File: src/rtl/ers_pkg.sv
package ers_pkg;

    typedef enum logic [3:0] {
        ST_IDLE,
        ST_PULSE,
        ST_DSLOW,
        ST_DFAST,
        ST_VERIFY,
        ST_SCAN,
        ST_SOFT,
        ST_SCHK,
        ST_DONE,
        ST_FAIL
    } ers_state_e;

    typedef enum logic [1:0] {
        DIS_OFF  = 2'b00,
        DIS_SLOW = 2'b01,
        DIS_FAST = 2'b10
    } dis_mode_e;

    typedef struct packed {
        logic      erase_on;
        logic      vfy_en;
        logic      scan_en;
        logic      soft_on;
        dis_mode_e dis;
        logic      done;
        logic      fail;
    } ers_drive_t;

    function automatic ers_drive_t drive_of(ers_state_e s);
        ers_drive_t d;
        d = '{erase_on: 1'b0, vfy_en: 1'b0, scan_en: 1'b0, soft_on: 1'b0,
              dis: DIS_OFF, done: 1'b0, fail: 1'b0};
        case (s)
            ST_PULSE:  d.erase_on = 1'b1;
            ST_DSLOW:  d.dis      = DIS_SLOW;
            ST_DFAST:  d.dis      = DIS_FAST;
            ST_VERIFY: d.vfy_en   = 1'b1;
            ST_SCAN:   d.scan_en  = 1'b1;
            ST_SOFT:   d.soft_on  = 1'b1;
            ST_SCHK:   d.scan_en  = 1'b1;
            ST_DONE:   d.done     = 1'b1;
            ST_FAIL:   d.fail     = 1'b1;
            default:   ;
        endcase
        return d;
    endfunction

    function automatic int max_of(int a, int b);
        return (a > b) ? a : b;
    endfunction

endpackage

File: src/rtl/ers_timer.sv
module ers_timer #(
    parameter int TW = 3
) (
    input  logic          clk,
    input  logic          rst,
    input  logic          load,
    input  logic [TW-1:0] load_val,
    output logic          expired
);
    logic [TW-1:0] cnt_q;

    always_ff @(posedge clk) begin
        if (rst)
            cnt_q <= '0;
        else if (load)
            cnt_q <= load_val;
        else if (cnt_q != '0)
            cnt_q <= cnt_q - 1'b1;
    end

    assign expired = (cnt_q == '0);
endmodule

File: src/rtl/ers_addr_ctr.sv
module ers_addr_ctr #(
    parameter int ADDR_W = 4
) (
    input  logic              clk,
    input  logic              rst,
    input  logic              clear,
    input  logic              adv,
    output logic [ADDR_W-1:0] addr,
    output logic              at_last
);
    localparam logic [ADDR_W-1:0] LAST = '1;

    always_ff @(posedge clk) begin
        if (rst || clear)
            addr <= '0;
        else if (adv && addr != LAST)
            addr <= addr + 1'b1;
    end

    assign at_last = (addr == LAST);
endmodule

File: src/rtl/ers_level_ctl.sv
module ers_level_ctl #(
    parameter int LVL_W      = 3,
    parameter int TOP_PULSES = 2
) (
    input  logic             clk,
    input  logic             rst,
    input  logic             clear,
    input  logic             bump,
    input  logic             pulse_end,
    output logic [LVL_W-1:0] code,
    output logic             top_spent
);
    localparam logic [LVL_W-1:0] CODE_MAX = '1;
    localparam int               TCW      = $clog2(TOP_PULSES + 1);
    localparam logic [TCW-1:0]   TOP_LIM  = TCW'(TOP_PULSES);

    logic [TCW-1:0] top_cnt_q;

    always_ff @(posedge clk) begin
        if (rst || clear)
            code <= '0;
        else if (bump && code != CODE_MAX)
            code <= code + 1'b1;
    end

    always_ff @(posedge clk) begin
        if (rst || clear)
            top_cnt_q <= '0;
        else if (pulse_end && code == CODE_MAX && top_cnt_q != TOP_LIM)
            top_cnt_q <= top_cnt_q + 1'b1;
    end

    assign top_spent = (top_cnt_q == TOP_LIM);
endmodule

File: src/rtl/sector_erase_seq.sv
module sector_erase_seq
    import ers_pkg::*;
#(
    parameter int SECT_W     = 3,
    parameter int ADDR_W     = 4,
    parameter int LVL_W      = 3,
    parameter int PULSE_LEN  = 4,
    parameter int FAST_LEN   = 3,
    parameter int TOP_PULSES = 2,
    parameter int SP_LEN     = 2,
    parameter int SP_RETRY   = 3
) (
    input  logic              clk,
    input  logic              rst,
    input  logic              start,
    input  logic [SECT_W-1:0] sector_sel,
    input  logic              vfy_ok,
    input  logic              depl,
    input  logic              safe_lvl,
    output logic              erase_on,
    output logic [LVL_W-1:0]  src_lvl,
    output logic [ADDR_W-1:0] cell_addr,
    output logic              vfy_en,
    output logic              scan_en,
    output logic              soft_on,
    output logic [1:0]        dis_mode,
    output logic [SECT_W-1:0] tgt_sector,
    output logic              done,
    output logic              fail
);
    localparam int             TMAX   = max_of(max_of(PULSE_LEN, FAST_LEN), SP_LEN);
    localparam int             TW     = $clog2(TMAX + 1);
    localparam int             RW     = $clog2(SP_RETRY + 1);
    localparam logic [TW-1:0]  T_PULSE = TW'(PULSE_LEN - 1);
    localparam logic [TW-1:0]  T_FAST  = TW'(FAST_LEN - 1);
    localparam logic [TW-1:0]  T_SOFT  = TW'(SP_LEN - 1);
    localparam logic [RW-1:0]  R_LIM   = RW'(SP_RETRY);

    ers_state_e        state_q, state_n;
    logic [RW-1:0]     retry_q;
    logic              retry_first, retry_inc;
    logic              tmr_load, tmr_exp;
    logic [TW-1:0]     tmr_val;
    logic              addr_clr, addr_adv, addr_last;
    logic              lvl_clr, lvl_bump, pulse_end, top_spent;
    logic              take_start;
    ers_drive_t        drv;

    ers_timer #(.TW(TW)) u_timer (
        .clk(clk), .rst(rst), .load(tmr_load), .load_val(tmr_val), .expired(tmr_exp)
    );

    ers_addr_ctr #(.ADDR_W(ADDR_W)) u_addr (
        .clk(clk), .rst(rst), .clear(addr_clr), .adv(addr_adv),
        .addr(cell_addr), .at_last(addr_last)
    );

    ers_level_ctl #(.LVL_W(LVL_W), .TOP_PULSES(TOP_PULSES)) u_level (
        .clk(clk), .rst(rst), .clear(lvl_clr), .bump(lvl_bump),
        .pulse_end(pulse_end), .code(src_lvl), .top_spent(top_spent)
    );

    assign take_start = start &&
        (state_q == ST_IDLE || state_q == ST_DONE || state_q == ST_FAIL);

    always_comb begin
        state_n     = state_q;
        tmr_load    = 1'b0;
        tmr_val     = '0;
        addr_clr    = 1'b0;
        addr_adv    = 1'b0;
        lvl_clr     = 1'b0;
        lvl_bump    = 1'b0;
        pulse_end   = 1'b0;
        retry_first = 1'b0;
        retry_inc   = 1'b0;
        case (state_q)
            ST_IDLE, ST_DONE, ST_FAIL: begin
                if (take_start) begin
                    state_n  = ST_PULSE;
                    tmr_load = 1'b1;
                    tmr_val  = T_PULSE;
                    addr_clr = 1'b1;
                    lvl_clr  = 1'b1;
                end
            end
            ST_PULSE: begin
                if (tmr_exp) begin
                    state_n   = ST_DSLOW;
                    pulse_end = 1'b1;
                end
            end
            ST_DSLOW: begin
                if (safe_lvl) begin
                    state_n  = ST_DFAST;
                    tmr_load = 1'b1;
                    tmr_val  = T_FAST;
                end
            end
            ST_DFAST: begin
                if (tmr_exp)
                    state_n = ST_VERIFY;
            end
            ST_VERIFY: begin
                if (vfy_ok) begin
                    if (addr_last) begin
                        state_n  = ST_SCAN;
                        addr_clr = 1'b1;
                    end else begin
                        addr_adv = 1'b1;
                    end
                end else if (top_spent) begin
                    state_n = ST_FAIL;
                end else begin
                    state_n  = ST_PULSE;
                    tmr_load = 1'b1;
                    tmr_val  = T_PULSE;
                    lvl_bump = 1'b1;
                end
            end
            ST_SCAN: begin
                if (depl) begin
                    state_n     = ST_SOFT;
                    tmr_load    = 1'b1;
                    tmr_val     = T_SOFT;
                    retry_first = 1'b1;
                end else if (addr_last) begin
                    state_n = ST_DONE;
                end else begin
                    addr_adv = 1'b1;
                end
            end
            ST_SOFT: begin
                if (tmr_exp)
                    state_n = ST_SCHK;
            end
            ST_SCHK: begin
                if (!depl) begin
                    state_n = ST_SCAN;
                end else if (retry_q == R_LIM) begin
                    state_n = ST_FAIL;
                end else begin
                    state_n   = ST_SOFT;
                    tmr_load  = 1'b1;
                    tmr_val   = T_SOFT;
                    retry_inc = 1'b1;
                end
            end
            default: state_n = ST_IDLE;
        endcase
    end

    always_ff @(posedge clk) begin
        if (rst)
            state_q <= ST_IDLE;
        else
            state_q <= state_n;
    end

    always_ff @(posedge clk) begin
        if (rst)
            retry_q <= '0;
        else if (retry_first)
            retry_q <= RW'(1);
        else if (retry_inc)
            retry_q <= retry_q + 1'b1;
    end

    always_ff @(posedge clk) begin
        if (rst)
            tgt_sector <= '0;
        else if (take_start)
            tgt_sector <= sector_sel;
    end

    assign drv      = drive_of(state_q);
    assign erase_on = drv.erase_on;
    assign vfy_en   = drv.vfy_en;
    assign scan_en  = drv.scan_en;
    assign soft_on  = drv.soft_on;
    assign dis_mode = drv.dis;
    assign done     = drv.done;
    assign fail     = drv.fail;
endmodule

File: config.mk
export PLATFORM = sky130hd
export DESIGN_NAME = sector_erase_seq
export DESIGN_NICKNAME = d
export VERILOG_FILES = /design/src/rtl/ers_pkg.sv /design/src/rtl/ers_timer.sv /design/src/rtl/ers_addr_ctr.sv /design/src/rtl/ers_level_ctl.sv /design/src/rtl/sector_erase_seq.sv
export SDC_FILE = /design/constraint.sdc
export NUM_CORES = 1
export LEC_CHECK = 0
export ABC_AREA = 1
export BUFFER_PORTS_ARGS = -buffer_cell sky130_fd_sc_hd__buf_4
export CAP_MARGIN = 20
export CORE_MARGIN = 2
export CORE_UTILIZATION = 48
export CTS_CLUSTER_DIAMETER = 60
export DETAILED_ROUTE_END_ITERATION = 8
export PLACE_DENSITY_LB_ADDON = 0.25
export SKIP_CTS_REPAIR_TIMING = 1
export SYNTH_ARGS = -nofsm -noshare
export SYNTH_HDL_FRONTEND = slang
export SYNTH_SLANG_ARGS = --single-unit
File: constraint.sdc
create_clock -name clk -period 1.3 [get_ports clk]
set_input_delay 0.065 -clock clk [delete_from_list [all_inputs] [get_ports clk]]
set_output_delay 0.065 -clock clk [all_outputs]
set_load 0.02 [all_outputs]
# --- Word-level counts from Yosys, hierarchy flattened ---
# Index checks and enable logic that the tools add are counted.
word_totals:
  reg_bits: 21
  inputBits: 9
  output_inout_bits: 18
classes:
  add_sub_neg: 5
  n_eq_ne: 23
  n_mux: 53
  reduce_logical: 18
ops:
  columns: ["op", "count"]
  rows:
  - ["$mux 4", 12]
  - ["$pmux 4 s8", 1]
  - ["$mux 1", 29]
  - ["$eq 4x3->1 const B", 4]
  - ["$eq 4x4->1 const B", 3]
  - ["$ne 2x2->1 const B", 6]
  - ["$pmux 2 s5", 1]
  - ["$ne 3x3->1 const B", 3]
  - ["$eq 4x2->1 const B", 2]
  - ["$mux 2", 4]
  - ["$reduce_and 7->1", 1]
  - ["$mux 3", 2]
  - ["$logic_and 1x1->1", 5]
  - ["$pmux 1 s5", 1]
  - ["$add 2x1->2 const B", 2]
  - ["$add 4x1->4 const B", 1]
  - ["$eq 2x2->1 const B", 2]
  - ["$eq 4x1->1 const B", 1]
  - ["$logic_not 4->1", 1]
  - ["$logic_or 1x1->1", 4]
  - ["$ne 4x4->1 const B", 1]
  - ["$pmux 1 s2", 2]
  - ["$pmux 2 s2", 1]
  - ["$reduce_bool 2->1", 2]
  - ["other kinds (7)", 8]

# --- Depth between registers and ports, before layout ---
# Gate-level depths: netlist (run 1).
depth:
  word_depth: 7
  ltp_mapped: 11
  depth_no_buf: 10

# --- Hierarchy ---
# From an unflattened synthesis (run 1), not the netlist that was laid out.
hier_totals:
  hier_cells: 215
  hier_area_um2: 1347.5
modules_own_cells:
  columns: ["module", "n_inst", "cells_per_inst", "area_per_inst_um2", "seq_area_each_um2"]
  rows:
  - ["sector_erase_seq", 1, 123, 690.7, 180.2]
  - ["ers_level_ctl", 1, 35, 257.7, 100.1]
  - ["ers_addr_ctr", 1, 29, 200.2, 80.1]
  - ["ers_timer", 1, 28, 198.9, 60.1]

# --- Least setup slack after synthesis (run 1) ---
# Ideal clock, no wire load.
synth_timing:
  kind: "reg-to-reg"
  from: "register u_addr.addr[0]"
  to: "register state_q[0]"
  t_arrival_ns: 1.369
  required_ns: 1.191
  path_slack_ns: -0.178
  stages_incl_launch_ff: 9
  path_buffers: 0
  synth_period_minus_slack_ns: 1.478
  path_cell_list: "dfxtp_1 ha_1 nand3_1 nand3_1 nand2_1 nor2_1 nand3_1 nand2_1 nor2_1"
synth_between:
  elab_chain_len: 3
synth_rtl:
  columns: ["item", "line", "rtl"]
  rows:
  - ["start, declared", "ers_addr_ctr.sv:8", "output logic [ADDR_W-1:0] addr,"]
  - ["start signal, assigned", "ers_addr_ctr.sv:17", "addr <= addr + 1'b1;"]
  - ["$eq 4x4->1 (*)", "ers_addr_ctr.sv:20", "assign at_last = (addr == LAST);"]
  - ["$ne 3x3->1 (no source line)", null, null]
  - ["$reduce_and 7->1 (no source line) (*)", null, null]
  - ["end signal, assigned", "sector_erase_seq.sv:157", "state_q <= state_n;"]
  - ["end, declared", "sector_erase_seq.sv:39", "ers_state_e state_q, state_n;"]
# Mark *: on every way between the ends. The rest lies on a longest branch, timed or not.
# A chain may end at the register's enable or synchronous reset.

# --- Worst setup path after layout (run 1) ---
layout_timing:
  from: "register state_q[1]"
  to: "output port dis_mode[1]"
layout_between:
  elab_chain_len: 2
layout_rtl:
  columns: ["item", "line", "rtl"]
  rows:
  - ["$eq 4x2->1", "ers_pkg.sv:36", "case (s)"]
  - ["$pmux 2 s2 (*)", "ers_pkg.sv:36", null]
  - ["end, declared", "sector_erase_seq.sv:26", "output logic [1:0] dis_mode,"]
# Marks and branches as above.

==> results of run 1 <==
## registers in the layout (all words and copies together), names as in the netlist
register	cells
u_timer.cnt_q	3
state_q	4
tgt_sector	3
u_level.code	3
retry_q	2
u_level.top_cnt_q	2
u_addr.addr	4
## cell families (layout without fill, tap and decap cells)
family	count (synthesis)	after routing	share of synthesized area [%]
flip-flops	21	21	32.7
buffers and inverters	27	92	8.37
adder cells (fa/ha/maj)	7	7	6.82
XOR/XNOR	4	4	2.73
AND/OR/NAND/NOR	106	106	37.2
AO/OA/AOI/OAI	30	30	12.2
## cell type report
cell class / instances / area [um2] / share of cell area [%]
Multi-Input combinational cell: 147 / 952 / 46.4
Timing Repair Buffer: 62 / 483 / 23.5
Sequential cell: 21 / 444 / 21.6
Inverter: 26 / 110 / 5.36
Tap cell: 30 / 37.5 / 1.83
Clock buffer: 4 / 26.3 / 1.28
## power by group
group          internal, W  leakage, nW  switching (W)
Combinational     0.000846        0.753        0.00109
Clock             0.000120       0.0150       0.000199
Sequential        0.000773        0.177       0.000145
Total              0.00174        0.945        0.00143
## worst max-delay path: stages, from the launching register on
cell and delay [ns]:
dfxtp_4 0.44, nand2_2 0.11, buf_4 0.15, nor2_2 0.10, buf_4 0.11, buf_4 0.12
## through the flow
stage | setup WS, ns | hold WS [ns]
global route | -0.193 | 0.0659
floorplan | -0.0297 | 0.127
CTS | -0.330 | -0.0438
detailed placement | -0.170 | 0.293
global placement | -0.107 | 0.281
finish | -0.104 | 0.0332
## per-layer routing
layer,GRT usage [%],part of all wire (%),vias to the layer above
li1,-,-,767
met1,27.5,39,729
met2,40.1,52,64
met3,3.72,6.8,16
met4,9.06,2.7,0
met5,0,0,-
## worst max-delay path by stage
| stage | start | slack [ns] | cells after the start | to |
|---|---|---|---|---|
| finish | state_q[1]$_SDFFE_PP0P_ | -0.10 | 5 | dis_mode[1] |
| detailed placement | state_q[0]$_SDFFE_PP0P_ | -0.17 | 9 | u_addr.addr[2]$_SDFFE_PP0P_ |
| global placement | state_q[0]$_SDFFE_PP0P_ | -0.11 | 9 | u_addr.addr[2]$_SDFFE_PP0P_ |
| floorplan | state_q[0]$_SDFFE_PP0P_ | -0.03 | 9 | u_level.code[0]$_SDFFE_PP0P_ |
| CTS | state_q[0]$_SDFFE_PP0P_ | -0.33 | 6 | erase_on |
| global route | state_q[0]$_SDFFE_PP0P_ | -0.19 | 8 | state_q[1]$_SDFFE_PP0P_ |
## cell usage in the layout (no fill, tap or decap), types with 7 or more instances in the layout
cell type   n
nand2_1    35
nor2_1     16
dfxtp_1    10
nor2_2      7
dfxtp_2     7
nand2_2     8
inv_1      15
a21oi_1    13
buf_4      57
nor2_4      9
inv_2       8
nand3_1    17
o21ai_0    10
==> impl_metrics.toml, run 1 <==
[setup_path]
critPathArrivalTime_ns = 1.34
rr_startpoint = "state_q[2]$_SDFFE_PP0P_"
ff2ff_path_depth = 7
worst_setup_path_end_kind = "primary output"
path_class = "reg2out"
rrSetupSlack_ns = -0.09
path_max_fanout = 7
startpoint_type = "flip-flop"
critPathRequiredTime_ns = 1.24
r2r-end = "state_q[3]$_SDFFE_PP0P_"

[layout]
final_cell_area_um2 = 2050
drive_above_1_share_pct = 50.0
postLayoutCoreUtil_pct = 82.1
area_growth_pct = 59.8
n_antenna_cell = 0
fillers = 169
fin_nets = 277
instances_no_fill = 290

[grt]
grt_max_degree = 12
antenna_found_initial = 0
overflow = 0
grt_pass1_wl_mm = 5.82
grt_use_total_pct = 22.8
first_global_vias = 1406

[sta]
tightest_slew_ns = 0.208
grt_setup_unrepaired = "yes"
fin_crit_ns = 1.40
relSlewSlack_pct = 86.1
clock_skew_ns = 0.00703
setup_tns_ns = -0.845
setup_viol = 14
layout_setup_ws_ns = -0.104
slew_violations = 0
finalCritPeriodShare_pct = 108
clock.fmax_mhz = 712
hold_viol = 0

[flow_run]
maxCapViolCount = 0

[clocking]
clkSlewWorstSetupHoldPaths_ns = 0.12
ctsHtreeMaxLevel = 1
clk_latency_ns = 0.31
cts_tree = "built"
cts_num_sinks = 21
cts_made_buffers = 3
clockBufferDepth = 2
clockRootBuffer = "clkbuf_4"

[synth]
synth_common_cells = "nand2_1 (44), nor2_1 (27), inv_1 (24)"
yosysMostFrequentCell = "nand2_1"
ys_types = 23
synth_top_area_share_pct = 32.7
synthArstFlopShare_pct = 0
synthCells = 195
post_synth.cell_area_avg_um2 = 6.59
synth_flop_cell = "dfxtp_1"
yosys_warnings = 0
synth_seq_cells = 21
synth_edf_count = 0
synth.area.top_cells = "dfxtp_1 (33%), nand2_1 (13%), nor2_1 (7.9%)"
yosysSeqAreaShare_pct = 32.7
syn_nets = 211
synth.cell_area_um2 = 1280
yosys.area.top_type = "dfxtp_1"

[floorplanning]
core-area_um2 = 2500
fp.dieH_um = 55.7
floorplan.initialDensity_pct = 51.4
pin_count = 27
die_w_um = 55.7
rows = 18
fp.dieArea_um2 = 3110

[detailed_routing]
vias_per_cell = 5.43
drtAntennaViolNets = 0
wl_per_cell_um = 14.1
vias = 1576
drtPass1Iterations = 4
wl_mm = 4.08
remaining_drc_errors = 0
initialDrtViolationCount = 74

[pwr]
power.density_nw_per_um2 = 1540
ir_worst_vdd_mv = 1.19
power.total_w = 0.00317
power.leakage_nw = 0.945

[placed_design]
routabilityCongestion = 0.962
dp_cells = 282
dp_hpwl_mm = 2.79
portBuffers = 26
place_area_um2 = 1780

[outcome]
run_status = "finished, violations left"
violations = "setup timing"

[hold_path]
min_path_type = "in2reg"
min_path_cells = 3
hp-start = "sector_sel[1]"
whs_endpoint = "tgt_sector[1]$_SDFFE_PP0P_"
Power figures use the tool's default switching activity.
==> run 2: changes to the inputs <==
- clock period: 1.3 -> 1.2 ns (I/O delays scaled with it)
==> run 2 against run 1 <==
The run still ends with setup timing left. Critical path depth increased by 4. Via count increased by 14%. Cell area increased by 14%. Non-clock buffer count increased by 11. Core utilization increased by 12 points. Global-route usage increased by 2.4 points. Sequential share of layout area decreased by 2.5 points. First-iteration DRC count increased to 2.6 times the previous value. Sequential power increased by 9%. Total power increased by 33%. Combinational power increased by 47%. Die area unchanged.
==> impl_metrics.toml, run 2 (same netlist as run 1, synthesis figures left out) <==
[outcome]
run_status = "finished, violations left"
violations = "setup timing"

[pwr]
power.internal_w = 0.00219
power.density_nw_per_um2 = 1800
seqPwrFrac_pct = 23.8
swShare_pct = 48.2
ir_worst_vdd_mv = 1.62
switchingPower_w = 0.00203
pwr-share-comb_pct = 67.0
power.leakage_nw = 1.04
clockPowerShare_pct = 9.3

[sta]
grt_setup_unrepaired = "yes"
clock.fmax_mhz = 654
fin_crit_ns = 1.53
finalCritPeriodShare_pct = 127
tightest_slew_ns = 0.387
hold_viol = 0
layout_setup_ws_ns = -0.329
relSlewSlack_pct = 74.0
slew_violations = 0
clock_skew_ns = 0.00672
setup_viol = 29

[layout]
final_common_cell = "buf_4"
final_cell_mix = "buf_4 (57), nand2_1 (31), nor2_4 (15), nor2_1 (14), buf_6 (14)"
fillers = 85
fin_nets = 288
drive_above_1_share_pct = 57.2
n_antenna_cell = 0
multiInputGateArea_um2 = 1100
area_growth_pct = 82.3
final_cell_area_um2 = 2340
top_regs = "state_q x4, u_addr.addr x4"
seq_area_um2 = 448

[setup_path]
critPathArrivalTime_ns = 1.79
worst_setup_path_end_kind = "flip-flop"
path_max_fanout = 4
path_class = "reg2reg"
startpoint_type = "flip-flop"
critPathRequiredTime_ns = 1.46

[floorplanning]
pin_count = 27
rows = 18
floorplan.initialDensity_pct = 51.4
fp.dieArea_um2 = 3110
die_w_um = 55.7
fp.dieH_um = 55.7
core-area_um2 = 2500

[clocking]
cts_tree = "built"
clockBufferDepth = 2
cts_made_buffers = 3
ctsHtreeMaxLevel = 1
clkSlewWorstSetupHoldPaths_ns = 0.14
clk_latency_ns = 0.32
clockRootBuffer = "clkbuf_4"
cts_num_sinks = 21

[detailed_routing]
initialDrtViolationCount = 195
vias = 1798
wl_per_cell_um = 19.2
drtPass1Iterations = 6
vias_per_cell = 5.97
remaining_drc_errors = 0
wl_mm = 5.79
drtAntennaViolNets = 0

[grt]
first_global_vias = 1515
grt_use_total_pct = 25.2
antenna_found_initial = 0
grt_max_degree = 14
grt_pass1_wl_mm = 6.29
overflow = 0

[hold_path]
min_path_type = "in2reg"

[placed_design]
routabilityCongestion = 0.918
place_area_um2 = 1880
dp_hpwl_mm = 2.93
dpl_worst_slack_ns = -0.279
portBuffers = 26

[flow_run]
maxCapViolCount = 0
## run 2: final cells by class
type / count / share of cell area (%)
timing repair buffer: 73 / 25.9
sequential: 21 / 19.1
clock buffer: 3 / 0.962
multi-input combinational: 147 / 47.0
inverter: 26 / 5.24
clock inverter: 1 / 0.267
tap: 30 / 1.60
## run 2: worst max-delay path: stages, from the launching register on
cell	delay, ns
dfxtp_4	0.40
inv_4	0.09
nand2_1	0.14
nand3b_1	0.21
nand2_1	0.11
inv_1	0.14
nand3_4	0.10
nand2_1	0.11
nand2_1	0.09
nor2_1	0.09
## run 2: worst paths after layout
| kind | startpoint | to | slack, ns | depth (start not counted) |
|---|---|---|---|---|
| hold reg to reg | tgt_sector[1]$_SDFFE_PP0P_ | tgt_sector[1]$_SDFFE_PP0P_ | 0.46 | 2 |
| hold / removal | sector_sel[1] | tgt_sector[1]$_SDFFE_PP0P_ | 0.02 | 3 |
| setup reg to reg | state_q[3]$_SDFFE_PP0P_ | state_q[0]$_SDFFE_PP0P_ | -0.33 | 9 |
| setup / recovery | state_q[3]$_SDFFE_PP0P_ | state_q[0]$_SDFFE_PP0P_ | -0.33 | 9 |
## run 2: stage by stage
stage / TNS, ns / hold WS, ns / utilization [%] / instances / total power (W)
after floorplan: -0.533 / 0.122 / - / 195 / 0.00203
after global placement: -2.55 / 0.283 / 75.2 / 286 / 0.00274
after detailed placement: -3.53 / 0.291 / 75.2 / 286 / 0.00277
final: -5.27 / 0.0203 / 93.7 / 301 / 0.00422
after CTS: -6.07 / -0.0531 / 76.3 / 290 / 0.00315
after global routing: -6.18 / 0.0632 / 93.7 / 301 / 0.00438
## run 2: power by group through the flow
stage	clock network (W)	logic, W	registers [W]
after floorplan	0	0.00108	0.000950
after global placement	0	0.00181	0.000935
after detailed placement	0	0.00183	0.000941
after CTS	0.000382	0.00185	0.000925
after global routing	0.000412	0.00295	0.00101
final	0.000391	0.00283	0.00100
## run 2: metal layers
layer / share of wire [%] / routed length, um / track usage (%) / up-vias
li1: - / - / - / 786
met5: 0 / 0 / 0 / -
met2: 49 / 2830 / 44.7 / 150
met4: 6.2 / 359 / 10.8 / 0
met1: 35 / 2040 / 30.1 / 821
met3: 9.7 / 562 / 3.26 / 41
